[src/rtl/adb_mon_pkg.sv]
package adb_mon_pkg;

  localparam int LVL_W  = 2;
  localparam int CODE_W = 3;
  localparam int NCLS   = 4;

  typedef enum logic [1:0] {LV_LOW, LV_RAMP, LV_HIGH} lvl_e;

  typedef enum logic [1:0] {PH_IDLE, PH_EVAL, PH_HOLD, PH_RECOV} phase_e;

  typedef enum logic [CODE_W-1:0] {
    ST_OK      = 3'd0,
    ST_BOTH_LO = 3'd1,
    ST_BOTH_HI = 3'd2,
    ST_PHASE   = 3'd3,
    ST_RAMPCHG = 3'd4
  } status_e;

  // packed order gives flag bit0 = both_lo ... bit3 = rampchg
  typedef struct packed {
    logic rampchg;
    logic phase;
    logic both_hi;
    logic both_lo;
  } viol_t;

  function automatic lvl_e decode_lvl(input logic [LVL_W-1:0] raw);
    if (raw[1])      return LV_HIGH;
    else if (raw[0]) return LV_RAMP;
    else             return LV_LOW;
  endfunction

endpackage

[src/rtl/adb_phase_track.sv]
module adb_phase_track
  import adb_mon_pkg::*;
(
  input  logic             clk,
  input  logic             rst_n,
  input  logic [LVL_W-1:0] pc_raw,
  output phase_e           phase
);

  lvl_e pc_lvl;
  logic plat_hi_q;
  logic plat_hi_d;
  logic plat_en;

  always_comb begin
    pc_lvl    = decode_lvl(pc_raw);
    plat_en   = (pc_lvl != LV_RAMP);
    plat_hi_d = (pc_lvl == LV_HIGH);
    unique case (pc_lvl)
      LV_LOW:  phase = PH_IDLE;
      LV_HIGH: phase = PH_HOLD;
      default: phase = plat_hi_q ? PH_RECOV : PH_EVAL;
    endcase
  end

  always_ff @(posedge clk or negedge rst_n) begin
    if (!rst_n)       plat_hi_q <= 1'b1;
    else if (plat_en) plat_hi_q <= plat_hi_d;
  end

endmodule

[src/rtl/adb_rail_check.sv]
module adb_rail_check
  import adb_mon_pkg::*;
(
  input  logic             clk,
  input  logic             rst_n,
  input  phase_e           phase,
  input  logic [LVL_W-1:0] t_raw,
  input  logic [LVL_W-1:0] f_raw,
  output viol_t            viol
);

  lvl_e t_lvl, f_lvl, act_lvl, exp_lvl;
  logic t_act, f_act, single;
  logic prev_single_q, prev_t_q;
  logic on_ramp;

  always_comb begin
    t_lvl   = decode_lvl(t_raw);
    f_lvl   = decode_lvl(f_raw);
    t_act   = (t_lvl != LV_LOW);
    f_act   = (f_lvl != LV_LOW);
    single  = t_act ^ f_act;
    act_lvl = t_act ? t_lvl : f_lvl;
    on_ramp = (phase == PH_EVAL) || (phase == PH_RECOV);
    unique case (phase)
      PH_IDLE: exp_lvl = LV_RAMP;
      PH_EVAL: exp_lvl = LV_HIGH;
      PH_HOLD: exp_lvl = LV_RAMP;
      default: exp_lvl = LV_LOW;
    endcase

    viol.both_hi = t_act && f_act;
    viol.both_lo = !t_act && !f_act && (phase != PH_RECOV);
    viol.phase   = single && (act_lvl != exp_lvl);
    viol.rampchg = on_ramp && single && prev_single_q && (t_act != prev_t_q);
  end

  always_ff @(posedge clk or negedge rst_n) begin
    if (!rst_n) begin
      prev_single_q <= 1'b0;
      prev_t_q      <= 1'b0;
    end else begin
      prev_single_q <= single;
      prev_t_q      <= t_act;
    end
  end

endmodule

[src/rtl/adb_err_report.sv]
module adb_err_report
  import adb_mon_pkg::*;
(
  input  logic              clk,
  input  logic              rst_n,
  input  logic              clr,
  input  viol_t             viol,
  output logic [NCLS-1:0]   flags,
  output logic              pulse,
  output logic [CODE_W-1:0] code
);

  status_e         code_d, code_q;
  logic [NCLS-1:0] flags_d, flags_q;
  logic            pulse_d, pulse_q;

  always_comb begin
    if (viol.both_hi)      code_d = ST_BOTH_HI;
    else if (viol.both_lo) code_d = ST_BOTH_LO;
    else if (viol.rampchg) code_d = ST_RAMPCHG;
    else if (viol.phase)   code_d = ST_PHASE;
    else                   code_d = ST_OK;
    flags_d = (clr ? '0 : flags_q) | NCLS'(viol);
    pulse_d = (code_d != ST_OK) && (code_d != code_q);
  end

  always_ff @(posedge clk or negedge rst_n) begin
    if (!rst_n) begin
      code_q  <= ST_OK;
      flags_q <= '0;
      pulse_q <= 1'b0;
    end else begin
      code_q  <= code_d;
      flags_q <= flags_d;
      pulse_q <= pulse_d;
    end
  end

  assign flags = flags_q;
  assign pulse = pulse_q;
  assign code  = code_q;

endmodule

[src/rtl/adb_rst_sync.sv]
module adb_rst_sync #(
  parameter int STAGES = 2
) (
  input  logic clk,
  input  logic rst_n,
  output logic rst_sync_n
);

  logic [STAGES-1:0] sync_q;

  always_ff @(posedge clk or negedge rst_n) begin
    if (!rst_n) sync_q <= '0;
    else        sync_q <= {sync_q[STAGES-2:0], 1'b1};
  end

  assign rst_sync_n = sync_q[STAGES-1];

endmodule

[src/rtl/adiabatic_rail_monitor.sv]
module adiabatic_rail_monitor
  import adb_mon_pkg::*;
#(
  parameter int RST_STAGES = 2
) (
  input  logic              clk,
  input  logic              rst_n,
  input  logic              clr,
  input  logic [LVL_W-1:0]  pc_lvl,
  input  logic [LVL_W-1:0]  rail_t,
  input  logic [LVL_W-1:0]  rail_f,
  output logic [NCLS-1:0]   err_flags,
  output logic              err_pulse,
  output logic [CODE_W-1:0] status
);

  logic   rst_sync_n;
  phase_e phase;
  viol_t  viol;

  adb_rst_sync #(.STAGES(RST_STAGES)) u_rst (
    .clk        (clk),
    .rst_n      (rst_n),
    .rst_sync_n (rst_sync_n)
  );

  adb_phase_track u_phase (
    .clk    (clk),
    .rst_n  (rst_sync_n),
    .pc_raw (pc_lvl),
    .phase  (phase)
  );

  adb_rail_check u_check (
    .clk   (clk),
    .rst_n (rst_sync_n),
    .phase (phase),
    .t_raw (rail_t),
    .f_raw (rail_f),
    .viol  (viol)
  );

  adb_err_report u_report (
    .clk   (clk),
    .rst_n (rst_sync_n),
    .clr   (clr),
    .viol  (viol),
    .flags (err_flags),
    .pulse (err_pulse),
    .code  (status)
  );

endmodule

[config.mk]
export PLATFORM = sky130hd
export DESIGN_NAME = adiabatic_rail_monitor
export DESIGN_NICKNAME = d
export VERILOG_FILES = /design/src/rtl/adb_mon_pkg.sv /design/src/rtl/adb_phase_track.sv /design/src/rtl/adb_rail_check.sv /design/src/rtl/adb_err_report.sv /design/src/rtl/adb_rst_sync.sv /design/src/rtl/adiabatic_rail_monitor.sv
export SDC_FILE = /design/constraint.sdc
export NUM_CORES = 1
export LEC_CHECK = 0
export BUFFER_PORTS_ARGS = -buffer_cell sky130_fd_sc_hd__clkbuf_2
export CAP_MARGIN = 20
export CORE_MARGIN = 5
export CORE_UTILIZATION = 35
export CTS_CLUSTER_SIZE = 20
export DETAILED_ROUTE_END_ITERATION = 10
export GPL_TIMING_DRIVEN = 0
export SLEW_MARGIN = 25
export SYNTH_ARGS = -nofsm -noshare
export SYNTH_HDL_FRONTEND = slang
export SYNTH_SLANG_ARGS = --single-unit
export TNS_END_PERCENT = 5
[constraint.sdc]
create_clock -name clk -period 0.8 [get_ports clk]
set_input_delay 0.16 -clock clk [delete_from_list [all_inputs] [get_ports clk]]
set_output_delay 0.16 -clock clk [all_outputs]
set_load 0.01 [all_outputs]
### Yosys cells after proc, flatten, opt, wreduce, memory -nomap -nowiden

Cells that the tools add are included.

| word-level totals | value |
|---|---|
| logic and storage cells | 50 |
| output and inout port bits | 8 |
| bits of input ports | 9 |
| register bits | 13 |

| cells by class | value |
|---|---|
| reduce and logical (&&, ||, !) cells | 17 |
| bitwise operators | 2 |
| multiplexer cells | 15 |
| equality and inequality tests | 9 |

Operator list:

| kind | count |
|---|---|
| 2-to-1 mux 2 bit | 6 |
| 2-to-1 mux 3 bit | 3 |
| logical AND 1 bit | 8 |
| one-hot mux 2 bit (2 select lines) | 2 |
| equality test 2 bit (second input constant) | 3 |
| zero test 2 bit | 2 |
| 2-to-1 mux 4 bit | 1 |
| bitwise OR 4 bit | 1 |
| nonzero test 2 bit | 2 |
| 2-to-1 mux 1 bit | 3 |
| inequality test 3 bit | 1 |
| nonzero test 3 bit | 1 |
| equality test 2 x 1 -> 1 bit (second input constant) | 1 |
| zero test 1 bit | 2 |
| inequality test 2 x 1 -> 1 bit (second input constant) | 1 |
| inequality test 2 bit | 1 |
| inequality test 2 bit (second input constant) | 1 |
| OR reduction 2 bit | 1 |
| logical OR 1 bit | 1 |
| inequality test 1 bit | 1 |
| XOR 1 bit | 1 |

### Depth between registers and ports, before layout

| depth | value |
|---|---|
| depth in word-level cells | 15 |
| gate-level depth with buffers | 8 |
| mapped depth without buffers | 7 |

### Cells and area by module

A second synthesis with hierarchy kept.

| second synthesis, totals | value |
|---|---|
| cells, all modules | 60 |
| area total of the unflattened synthesis | 624.3 µm² |

By module, submodules not included:

| module | instances | area an instance (µm²) | cells an instance | seq. area each (µm²) |
|---|---|---|---|---|
| adb_err_report | 1 | 367.9 | 33 | 200.2 |
| adb_rail_check | 1 | 155.1 | 20 | 50.0 |
| adb_rst_sync | 1 | 53.8 | 3 | 50.0 |
| adb_phase_track | 1 | 47.5 | 4 | 26.3 |

### Least setup slack after synthesis

No wires, ideal clock.

| timing path | value |
|---|---|
| path kind | in2reg |
| start point | in rail_t[1] |
| end point | reg u_report.pulse_q (netlist: u_report.pulse) |
| stages on the path | 8 |
| library setup time | 136 ps |
| data arrival time | 1612 ps |
| buffers on the path | 1 |
| required time | 664 ps |
| setup slack | -948 ps |
| cells stage by stage | nor2_1 ha_1 nand2_1 or4b_1 clkbuf_2 o31a_1 o311ai_1 nand4_1 |

| between the ends | value |
|---|---|
| longest elaborated chain between the ends | 11 |
| elaborated cells on any way between the ends | 21 |
| those cells by class | 3 x eq/ne; 6 x mux; 1 x bitwise; 11 x reduce/logical |

Ends and longest elaborated chain:

| item | line | text |
|---|---|---|
| start: declaration | adiabatic_rail_monitor.sv:10 | `input logic [LVL_W-1:0] rail_t,` |
| 2-to-1 mux 2 bit * | adb_mon_pkg.sv:28 | `if (raw[1]) return LV_HIGH;` |
| nonzero test 2 bit * | adb_rail_check.sv:20 | `t_act = (t_lvl != LV_LOW);` |
| XOR 1 bit * | adb_rail_check.sv:22 | `single = t_act ^ f_act;` |
| named net u_check.single | adb_rail_check.sv:13 | `logic t_act, f_act, single;` |
| logical AND 1 bit (3 in a row) | adb_rail_check.sv:35 | `viol.rampchg = on_ramp && single && prev_single_q && (t_act != prev_t_q);` |
| 2-to-1 mux 3 bit * | adb_err_report.sv:20 | `else if (viol.rampchg) code_d = ST_RAMPCHG;` |
| 2-to-1 mux 3 bit * | adb_err_report.sv:19 | `else if (viol.both_lo) code_d = ST_BOTH_LO;` |
| 2-to-1 mux 3 bit * | adb_err_report.sv:18 | `if (viol.both_hi) code_d = ST_BOTH_HI;` |
| inequality test 3 bit or nonzero test 3 bit (tied branches) | adb_err_report.sv:24 | `pulse_d = (code_d != ST_OK) && (code_d != code_q);` |
| logical AND 1 bit * | adb_err_report.sv:24 |  |
| named net u_report.pulse_d | adb_err_report.sv:15 | `logic pulse_d, pulse_q;` |
| end signal: assignment | adb_err_report.sv:35 | `pulse_q <= pulse_d;` |
| end: declaration | adb_err_report.sv:15 |  |

Mark *: on every way through the listed nets, which the timed path passes. The rest lies on a longest branch.
A chain may end at the register's enable or synchronous reset.

### Final worst setup path

| timing path | value |
|---|---|
| start point | reg u_check.prev_t_q |
| end point | reg u_report.pulse_q (netlist: u_report.pulse) |

| between the ends | value |
|---|---|
| longest elaborated chain between the ends | 7 |
| elaborated cells on any way between the ends | 8 |
| those cells by class | 2 x eq/ne; 3 x mux; 3 x reduce/logical |

Ends and longest elaborated chain:

| item | line | text |
|---|---|---|
| start: declaration | adb_rail_check.sv:14 | `logic prev_single_q, prev_t_q;` |
| start signal: assignment | adb_rail_check.sv:44 | `prev_t_q <= t_act;` |
| inequality test 1 bit * | adb_rail_check.sv:35 |  |
| logical AND 1 bit * | adb_rail_check.sv:35 |  |
| 2-to-1 mux 3 bit * | adb_err_report.sv:20 |  |
| 2-to-1 mux 3 bit * | adb_err_report.sv:19 |  |
| 2-to-1 mux 3 bit * | adb_err_report.sv:18 |  |
| inequality test 3 bit or nonzero test 3 bit (tied branches) | adb_err_report.sv:24 |  |
| logical AND 1 bit * | adb_err_report.sv:24 |  |
| named net u_report.pulse_d | adb_err_report.sv:15 |  |

Marked as above.

==> results.md <==
- Status: finished with violations
- Failing checks: setup timing
- Antenna cells: 0
- DR vias: between 500 and 600
- Post-route cell area: around 850 sq um
- # IOs: 17
- Static Leak: roughly 0.42 nW
- Setup Crit Path Kind: reg -> reg
- Area post-placement: 772 sq um
- Vias per inst: roughly 5
- YS warnings: 0
- Hold depth: 2
- Min-delay src: clr
- Die H: approximately 52 um
- Reg clk slew, reported paths: around 0.080 ns
- PwrDens: 1670 nW/um^2
- Crit path cell chain: o21ai_1 -> or4b_4 -> o31a_1 -> o311ai_1 -> nand4_1
- Largest net degree at the start of global routing: 12
- Vias in the first global route: between 500 and 600
- Most frequent cells in the layout: 14 x clkbuf_2, 12 x dfrtp_1, 5 x inv_1
- F_max: between 0.6 and 0.7 GHz
- Core ar.: 1710 sq um
- CP startpoint kind: flip-flop
- Seq/Total Area, Yosys: 52.3%
- Die Width: around 52 um
- Clock buffer count from CTS: 3
- CTS tree: yes
- Worst vdd ir: 1370 uV
- Bufs on Longest Clock Path: 2
- Final Critical Period: about 1.5 ns
- Residual DRC count: 0
- CP Data Arrival Time: between 1.5 and 2 ns
- DR WL/cell: between 10 and 15 um
- Reg2Reg Capture Point: u_report.pulse$_DFF_PN0_
- Asr flop ratio synth: between 90% and 100%
- Synthesized cell area: about 620 sq um
- Initial antenna violation count: 0
- Setup Skew: ~0.0023 ns
- Root Buffer: clkbuf_4
- Total global routing overflow: 0
- Synth cell types: 29
- Area Growth Syn to Fin: 36.5%
- # setup viols final: 15
- Final Wtd Congestion: slightly above 0.7
- Finished Core Util: 49.9%
- Worst Hold End: u_report.flags[3]$_DFF_PN0_
- FP Rows: 15
- Post-Syn Nets: 72
- Pins Over Slew Limit: 0
- Hpwl dp: around 1000 um
- ANT nets after route: 0
- Max Cap Viol: 0
- Final cycle utilization of the critical path: 193%
- Initial DRC Count: 12
- Post-Layout Cell Count: 110
- Crit path max-delay family: simple AND/OR/NAND/NOR gates
- Clock sinks: 13
- Setup WS post-layout: -0.742 ns
- H-tree levels: 1
- EDFF count, synth: 0
- Die area: between 2000 and 3000 sq um
- Slowest-stage cell, CP: or4b_4
- Crit end category: flip-flop
- DR top layer: met3
- Post-synthesis cell count: just over 60
- Syn_area_per_cell: slightly above 10 sq um
- Post-Route WL: 1380 um
- CP max stage delay: between 0.4 and 0.5 ns
- Top FF cell, synth: dfrtp_1
- Final Hold Fails: 0
- Number of stages on the worst setup path: 5
- First-pass GRT wire length: about 2300 um
- Worst R2R Path Depth: 5
- DP Cell Count: 103
- # port buffers: 16
- R2R setup slack: -0.74 ns
- Total power: about 1.4 mW
- #FFs+latches synth: 13
- Clk Latency, worst-skew pair: approximately 0.27 ns
- CP max FO: 3
- Commonest non-fill, non-tap cell in the layout: clkbuf_2
- Met3 wire len: 101 um
- Total global-route track usage: approximately 12%
- Metal-1 WL: roughly 580 um
- RSZ-0062 raised after global routing: yes
- Layout Nets: 96
- Fill count: between 150 and 200
- First-pass DRT Iterations: 4
- Initial Util: a little over a third
- Critical path buffers and inverters: 0
- CP Data Required Time: approximately 0.94 ns
- R2R Path Start: u_check.prev_t_q$_DFF_PN0_
- Fraction of layout cells with a size suffix above 1: a little over 40%
- Hold Path Class: in -> reg
- Metal2 WL: slightly below 700 um
worst max-delay path by stage:
stage                     slack, ns                       end                  startpoint
after floorplan               -0.89  u_report.pulse$_DFF_PN0_                   rail_t[1]
after global placement        -1.20  u_report.pulse$_DFF_PN0_                   rail_t[1]
after detailed placement      -1.21  u_report.pulse$_DFF_PN0_                   rail_t[1]
after CTS                     -0.83  u_report.pulse$_DFF_PN0_  u_check.prev_t_q$_DFF_PN0_
after global routing          -0.77  u_report.pulse$_DFF_PN0_  u_check.prev_t_q$_DFF_PN0_
final                         -0.74  u_report.pulse$_DFF_PN0_  u_check.prev_t_q$_DFF_PN0_
synthesized netlist by cell type (2+ instances only):
library cell  count  area [sq um]
nor3_1            3          15.0
nor2_1            6          22.5
a21o_1            3          22.5
dfrtp_1          12           300
a21oi_1           3          15.0
nand3_1           2          10.0
nand2_1           3          11.3
o21ai_0           5          25.0
inv_1             5          18.8
final cells by class:
| class | instances | area, sq um | area share, % |
|---|---|---|---|
| Clock buffer | 3 | 22.5 | 2.64 |
| Clock inverter | 1 | 5.00 | 0.587 |
| Inverter | 5 | 18.8 | 2.20 |
| Multi-Input combinational cell | 43 | 314 | 36.9 |
| Sequential cell | 13 | 327 | 38.3 |
| Tap cell | 25 | 31.3 | 3.67 |
| Timing Repair Buffer | 20 | 134 | 15.7 |
cell families (layout without fill, tap and decap cells):
kind of cell / Yosys count / after routing / synth area share, %
AO/OA/AOI/OAI: 20 / 20 / 22.6
adder cells (fa/ha/maj): 1 / 1 / 2.00
buffers and inverters: 6 / 29 / 3.81
flip-flops: 13 / 13 / 52.3
other: 1 / 1 / 0.601
AND/OR/NAND/NOR: 21 / 21 / 18.6
layer usage:
metal  up-vias  track usage, %
li1        271               -
met1       257            13.3
met2        17            19.2
met3         0            5.70
met4         0            2.55
met5         -               0
stage by stage:
step,TNS [ns],hold WS [ns],setup slack [ns]
after floorplan,-3.72,-0.136,-0.888
after global routing,-5.91,0.0658,-0.775
after detailed placement,-5.58,-0.0532,-1.21
final,-5.25,0.0670,-0.742
after global placement,-5.51,-0.0535,-1.20
after CTS,-5.75,0.0591,-0.834
repair_timing:
action                                  4_1_cts  5_1_grt
setup buffers                                 3        0
endpoints found under the setup margin       15       15
resized for setup                             9        4
pin swaps                                     2        1
hold buffers                                  1        0
hold endpoints to repair                      2        0
flip-flops by register name, indices dropped and copies added (netlist names):
register,flops
u_report.code,3
u_report.pulse,1
u_phase.plat_hi_q,1
u_rst.sync_q,2
u_report.flags,4
u_check.prev_single_q,1
u_check.prev_t_q,1
power by group:
group	switching [mW]	internal, mW
clock network	0.220	0.185
logic	0.142	0.130
registers	0.0371	0.711
total	0.399	1.03
(Power assumes the default switching activity.)
